## src/rtl/rsd_pkg.sv

```systemverilog
package rsd_pkg;

  typedef enum logic [1:0] {
    ST_IDLE    = 2'd0,
    ST_DRIVE   = 2'd1,
    ST_SETTLE  = 2'd2,
    ST_EXTHOLD = 2'd3
  } rsd_state_e;

  typedef enum logic [1:0] {
    SRC_NONE   = 2'd0,
    SRC_WDOG   = 2'd1,
    SRC_CLKMON = 2'd2,
    SRC_EXT    = 2'd3
  } rsd_src_e;

  // Clock-failure alarm outranks the watchdog
  function automatic rsd_src_e pick_internal(input logic wdog, input logic clkmon);
    if (clkmon)    return SRC_CLKMON;
    else if (wdog) return SRC_WDOG;
    else           return SRC_NONE;
  endfunction

  // Flag vector layout: {ext, clkmon, wdog}
  function automatic logic [2:0] flags_of(input rsd_src_e src);
    case (src)
      SRC_WDOG:   return 3'b001;
      SRC_CLKMON: return 3'b010;
      SRC_EXT:    return 3'b100;
      default:    return 3'b000;
    endcase
  endfunction

endpackage

```

## src/rtl/rsd_phase_cnt.sv

```systemverilog
module rsd_phase_cnt #(
  parameter int W = 3
) (
  input  logic         clk,
  input  logic         rst_n,
  input  logic         clear,
  input  logic         tick,
  input  logic [W-1:0] limit,
  output logic         last
);
  logic [W-1:0] cnt;

  assign last = tick && (cnt == limit - W'(1));

  always_ff @(posedge clk or negedge rst_n) begin
    if (!rst_n)      cnt <= '0;
    else if (clear)  cnt <= '0;
    else if (last)   cnt <= '0;
    else if (tick)   cnt <= cnt + W'(1);
  end
endmodule

```

## src/rtl/rsd_fsm.sv

```systemverilog
module rsd_fsm
  import rsd_pkg::*;
(
  input  logic       clk,
  input  logic       rst_n,
  input  logic       req_any,
  input  logic       pin_in,
  input  logic       phase_last,
  output rsd_state_e state,
  output logic       start_seq,
  output logic       classify_int,
  output logic       classify_ext
);
  rsd_state_e nxt;

  always_comb begin
    nxt          = state;
    start_seq    = 1'b0;
    classify_int = 1'b0;
    classify_ext = 1'b0;
    case (state)
      ST_IDLE: begin
        if (req_any) begin
          nxt       = ST_DRIVE;
          start_seq = 1'b1;
        end else if (!pin_in) begin
          nxt          = ST_EXTHOLD;
          classify_ext = 1'b1;
        end
      end
      ST_DRIVE: if (phase_last) nxt = ST_SETTLE;
      ST_SETTLE: begin
        if (phase_last) begin
          if (pin_in) begin
            nxt          = ST_IDLE;
            classify_int = 1'b1;
          end else begin
            nxt          = ST_EXTHOLD;
            classify_ext = 1'b1;
          end
        end
      end
      ST_EXTHOLD: if (pin_in) nxt = ST_IDLE;
      default: nxt = ST_IDLE;
    endcase
  end

  always_ff @(posedge clk or negedge rst_n) begin
    if (!rst_n) state <= ST_IDLE;
    else        state <= nxt;
  end


  // an unrequested low pin seen while idle must lead into the external hold
  ext_entry_chk: assert property (@(posedge clk) disable iff (!rst_n)
    (state == ST_IDLE && !req_any && !pin_in) |=> (state == ST_EXTHOLD));
endmodule

```

## src/rtl/rsd_cause.sv

```systemverilog
module rsd_cause
  import rsd_pkg::*;
(
  input  logic       clk,
  input  logic       rst_n,
  input  logic       start_seq,
  input  logic       wdog_req,
  input  logic       clkmon_req,
  input  logic       classify_int,
  input  logic       classify_ext,
  output logic [2:0] flags
);
  rsd_src_e pending;

  always_ff @(posedge clk or negedge rst_n) begin
    if (!rst_n) begin
      pending <= SRC_NONE;
      flags   <= '0;
    end else begin
      if (start_seq)    pending <= pick_internal(wdog_req, clkmon_req);
      if (classify_int) flags   <= flags_of(pending);
      else if (classify_ext) flags <= flags_of(SRC_EXT);
    end
  end


  cause_onehot_chk: assert property (@(posedge clk) disable iff (!rst_n)
    $onehot0(flags));
endmodule

```

## src/rtl/rst_src_disc.sv

```systemverilog
module rst_src_disc
  import rsd_pkg::*;
#(
  parameter int DRIVE_TICKS  = 4,
  parameter int SETTLE_TICKS = 2
) (
  input  logic clk,
  input  logic rst_n,
  input  logic e_en,
  input  logic wdog_req,
  input  logic clkmon_req,
  input  logic pin_in,
  output logic pin_drive_low,
  output logic sys_rst,
  output logic cause_ext,
  output logic cause_wdog,
  output logic cause_clkmon
);
  localparam int MAXT  = (DRIVE_TICKS > SETTLE_TICKS) ? DRIVE_TICKS : SETTLE_TICKS;
  localparam int CNT_W = $clog2(MAXT + 1);

  rsd_state_e   state;
  logic         start_seq, classify_int, classify_ext;
  logic         phase_last, in_phase, req_any;
  logic [CNT_W-1:0] phase_limit;
  logic [2:0]   flags;

  assign req_any     = wdog_req | clkmon_req;
  assign in_phase    = (state == ST_DRIVE) || (state == ST_SETTLE);
  assign phase_limit = (state == ST_DRIVE) ? CNT_W'(DRIVE_TICKS) : CNT_W'(SETTLE_TICKS);

  rsd_phase_cnt #(.W(CNT_W)) u_cnt (
    .clk   (clk),
    .rst_n (rst_n),
    .clear (!in_phase),
    .tick  (e_en && in_phase),
    .limit (phase_limit),
    .last  (phase_last)
  );

  rsd_fsm u_fsm (
    .clk          (clk),
    .rst_n        (rst_n),
    .req_any      (req_any),
    .pin_in       (pin_in),
    .phase_last   (phase_last),
    .state        (state),
    .start_seq    (start_seq),
    .classify_int (classify_int),
    .classify_ext (classify_ext)
  );

  rsd_cause u_cause (
    .clk          (clk),
    .rst_n        (rst_n),
    .start_seq    (start_seq),
    .wdog_req     (wdog_req),
    .clkmon_req   (clkmon_req),
    .classify_int (classify_int),
    .classify_ext (classify_ext),
    .flags        (flags)
  );

  assign pin_drive_low = (state == ST_DRIVE);
  assign sys_rst       = (state != ST_IDLE);
  assign cause_wdog    = flags[0];
  assign cause_clkmon  = flags[1];
  assign cause_ext     = flags[2];

  // Independent tally of E ticks seen while the pin is driven
  logic [CNT_W-1:0] chk_ticks;
  always_ff @(posedge clk or negedge rst_n) begin
    if (!rst_n)              chk_ticks <= '0;
    else if (!pin_drive_low) chk_ticks <= '0;
    else if (e_en)           chk_ticks <= chk_ticks + CNT_W'(1);
  end


  drive_len_chk: assert property (@(posedge clk) disable iff (!rst_n)
    $fell(pin_drive_low) |-> ($past(e_en) && $past(chk_ticks) == CNT_W'(DRIVE_TICKS - 1)));


  idle_start_chk: assert property (@(posedge clk) disable iff (!rst_n)
    (!sys_rst && req_any) |=> pin_drive_low);


  window_rst_chk: assert property (@(posedge clk) disable iff (!rst_n)
    pin_drive_low |=> sys_rst);


  ext_hold_chk: assert property (@(posedge clk) disable iff (!rst_n)
    (cause_ext && sys_rst && !pin_in) |=> sys_rst);


  int_sample_chk: assert property (@(posedge clk) disable iff (!rst_n)
    ($rose(cause_wdog) || $rose(cause_clkmon)) |-> $past(pin_in));
endmodule

```

## config.mk

```make
export PLATFORM = sky130hd
export DESIGN_NAME = rst_src_disc
export DESIGN_NICKNAME = d
export VERILOG_FILES = /design/src/rtl/rsd_pkg.sv /design/src/rtl/rsd_phase_cnt.sv /design/src/rtl/rsd_fsm.sv /design/src/rtl/rsd_cause.sv /design/src/rtl/rst_src_disc.sv
export SDC_FILE = /design/constraint.sdc
export NUM_CORES = 1
export LEC_CHECK = 0
export ABC_AREA = 1
export BUFFER_PORTS_ARGS = -buffer_cell sky130_fd_sc_hd__buf_2
export CAP_MARGIN = 40
export CORE_UTILIZATION = 43
export DETAILED_ROUTE_END_ITERATION = 12
export PLACE_DENSITY_LB_ADDON = 0.05
export REMOVE_ABC_BUFFERS = 1
export SYNTH_ARGS = -nofsm -noshare
export SYNTH_HDL_FRONTEND = slang
export SYNTH_SLANG_ARGS = --single-unit
```

## constraint.sdc

```tcl
create_clock -name clk -period 3.2 [get_ports clk]
set_clock_uncertainty 0.1 [all_clocks]
set_input_delay 0.32 -clock clk [delete_from_list [all_inputs] [get_ports clk]]
set_output_delay 0.32 -clock clk [all_outputs]
set_load 0.005 [all_outputs]
```

==> out/qor.csv <==
metric;value;unit
Synth-to-Final Area Change;15.4;%
max-cap violations;0;
worst r2r src;u_fsm.state[0]$_DFFE_PN0P_;
Detail Placement HPWL;971;um
Area contributors post-synth;dfrtp_1 38%, nand2_1 15%, ha_1 9.5%;
Gate power share;0.554;
initial antenna violation count;0;
CP Capture Type;output port;
slowest stage cell, crit path;dfrtp_1;
Yosys top cell area share;0.380;
power per cell area;875;mW/mm^2
cell mode on critical path;inv_1;
# DRC;0;
sequential power share;0.318;
hold_sp;clkmon_req;
hold_ws;0.212;ns
number of synthesized register bits;10;
Tmin final;1.64;ns
vias in the first global route;501;
final setup fails;0;
H-tree depth;1;
overall routing resource usage;0.183;
switching power;0.307;mW
postcts setup bufs;0;
initial DRC count;6;
crit path launch type;flip-flop;
clk_lat worst skew;0.26;ns
DRT Pass-1 Iters;4;
cell chain of the critical path;inv_1, ha_1, inv_1, buf_2;
CTS tree;yes;
RSZ-0062 raised after global routing;false;
core footprint;0.00137;mm^2
cell taking the most area after synthesis;dfrtp_1;
slowest stage delay, CP;0.42;ns
Num CTS Buffers;3;
Max Clock Freq;610;MHz
Rel. slew slack;0.837;
Netlist cell types;17;
first-pass GRT wire length;2000;um
n_diodes;0;
crit path buf inv count;3;
commonest non-fill, non-tap cell in the layout;nand2_1;
Mapped Area;658;um^2
Final Hold Viols;0;
CTS clk-pin slew, worst paths;0.07;ns
final-stage net count;115;
crit path from;u_fsm.state[0]$_DFFE_PN0P_;
critical path's top delay family;flip-flops;
drt via density;4.76;
Vias;557;
IO Pins;11;
DIE AREA;0.00169;mm^2
Starting Density;0.482;
Antenna Nets Post-Route;0;
setup_tns;0;ns
highest net fanout along the worst path;5;
commonest non-fill, non-tap cells in the layout;27 x nand2_1, 12 x inv_1, 10 x buf_2, 10 x dfrtp_1, 9 x nand3_1;
WL/cell;10.2;um
WS Path Type;reg2out;
Power Total;0.665;mW
status;complete, no violations;
GRT overflow;0;
Slew Viols, Final;0;
Req. time, crit path;2.78;ns
Sw Share;0.461;
worst vdd ir;0.472;mV
P_leak;0.431;nW
Die Y;41.1;um
HP Class;in2reg;
final worst-path cycle share;0.513;
final WL;1200;um
clk root buf;clkbuf_4;
largest net degree at the start of global routing;11;
Slew @ Worst Pin;0.245;ns
syn_area_per_cell;7.48;um^2
Clock Tree Buf Depth;2;
clock share of power;0.127;
P_int;0.358;mW
GPL Wtd Cong;0.688;
# port buffers;10;
CTS sink count;10;
Post-Synthesis Cells;88;
yosys warns;0;
Rows;13;
Seq/Total Area, Yosys;0.380;
share of cells above drive strength 1;0.235;
Worst EP arrival;1.22;ns
Die X-Extent;41.1;um
[repair_timing]
action,CTS,global route
hold endpoints to repair,10,0
gates resized for setup,0,0
hold buffers,1,0
endpoints found under the setup margin,0,0
[path summary, 6_finish.rpt]
path | cells past startpoint | to | slack, ns
min reg2reg | 2 | u_cause.flags[2]$_DFFE_PN0P_ | 0.40
min | 3 | u_cause.pending[1]$_DFFE_PN0P_ | 0.21
max reg2reg | 9 | u_fsm.state[0]$_DFFE_PN0P_ | 1.68
max | 4 | sys_rst | 1.56
max in group asynchronous | 2 | u_cause.pending[0]$_DFFE_PN0P_ | 2.44
min in group asynchronous | 2 | u_cnt.cnt[0]$_DFFE_PN0P_ | 0.35
[registers in the layout (all words and copies together) (netlist names)]
name,flops
u_cause.flags,3
u_cnt.cnt,3
u_cause.pending,2
u_fsm.state,2
[per-layer routing]
layer  vias to the layer above  routed length [um]  GRT usage
li1                        302                   -          -
met1                       243                 633      0.256
met2                        10                 514      0.273
met3                         2                  37     0.0326
met4                         0                  12     0.0726
met5                         -                   0          0
[cell usage after synthesis]
cell type  count
o22ai_1        1
xnor2_1        1
o21ai_0        3
dfrtp_1       10
nand2_1       27
inv_2          3
inv_1         12
nand3_1        9
nor2_1         4
nand2_2        4
nand4_2        1
or2_1          1
nand4_1        1
o21ai_1        3
ha_1           5
nand3_2        1
nor2_4         2
[power groups by stage]
stage / Combinational [mW] / Sequential, mW / Clock (mW)
after floorplan: 0.287 / 0.209 / 0
after detailed placement: 0.370 / 0.215 / 0
after global routing: 0.426 / 0.218 / 0.0938
after CTS: 0.375 / 0.212 / 0.0886
final: 0.369 / 0.212 / 0.0847
after global placement: 0.368 / 0.212 / 0
[area by class of cell]
type	count	area [um^2]
inverters	15	56.3
flip-flops and latches	10	250
repair buffers	11	60.1
well taps	15	18.8
multi-input cells	63	352
clock buffers	3	22.5
fillers	148	607
[tightest hold or removal path, cell delays in order]
cell and delay (ns):
buf_2 0.09, nand2_1 0.06, o21ai_0 0.06
[logic make-up after synthesis]
group	after synthesis	synth area share
AOI/OAI and AO/OA	7	0.0551
xor gates and xnor gates	1	0.0133
adders and majority gates	5	0.0951
buffers and inverters	15	0.0855
DFF	10	0.380
and+or+nand+nor	50	0.371
[metrics by stage]
stage	instance area, um^2	util	cells	setup slack (ns)
2_1_floorplan	658	-	88	1.80
3_3_place_gp	727	0.532	113	1.70
3_5_place_dp	727	0.532	113	1.69
4_1_cts	759	0.556	117	1.54
5_1_grt	759	0.556	117	1.46
6_report	759	0.556	117	1.56
(Power assumes the default switching activity.)
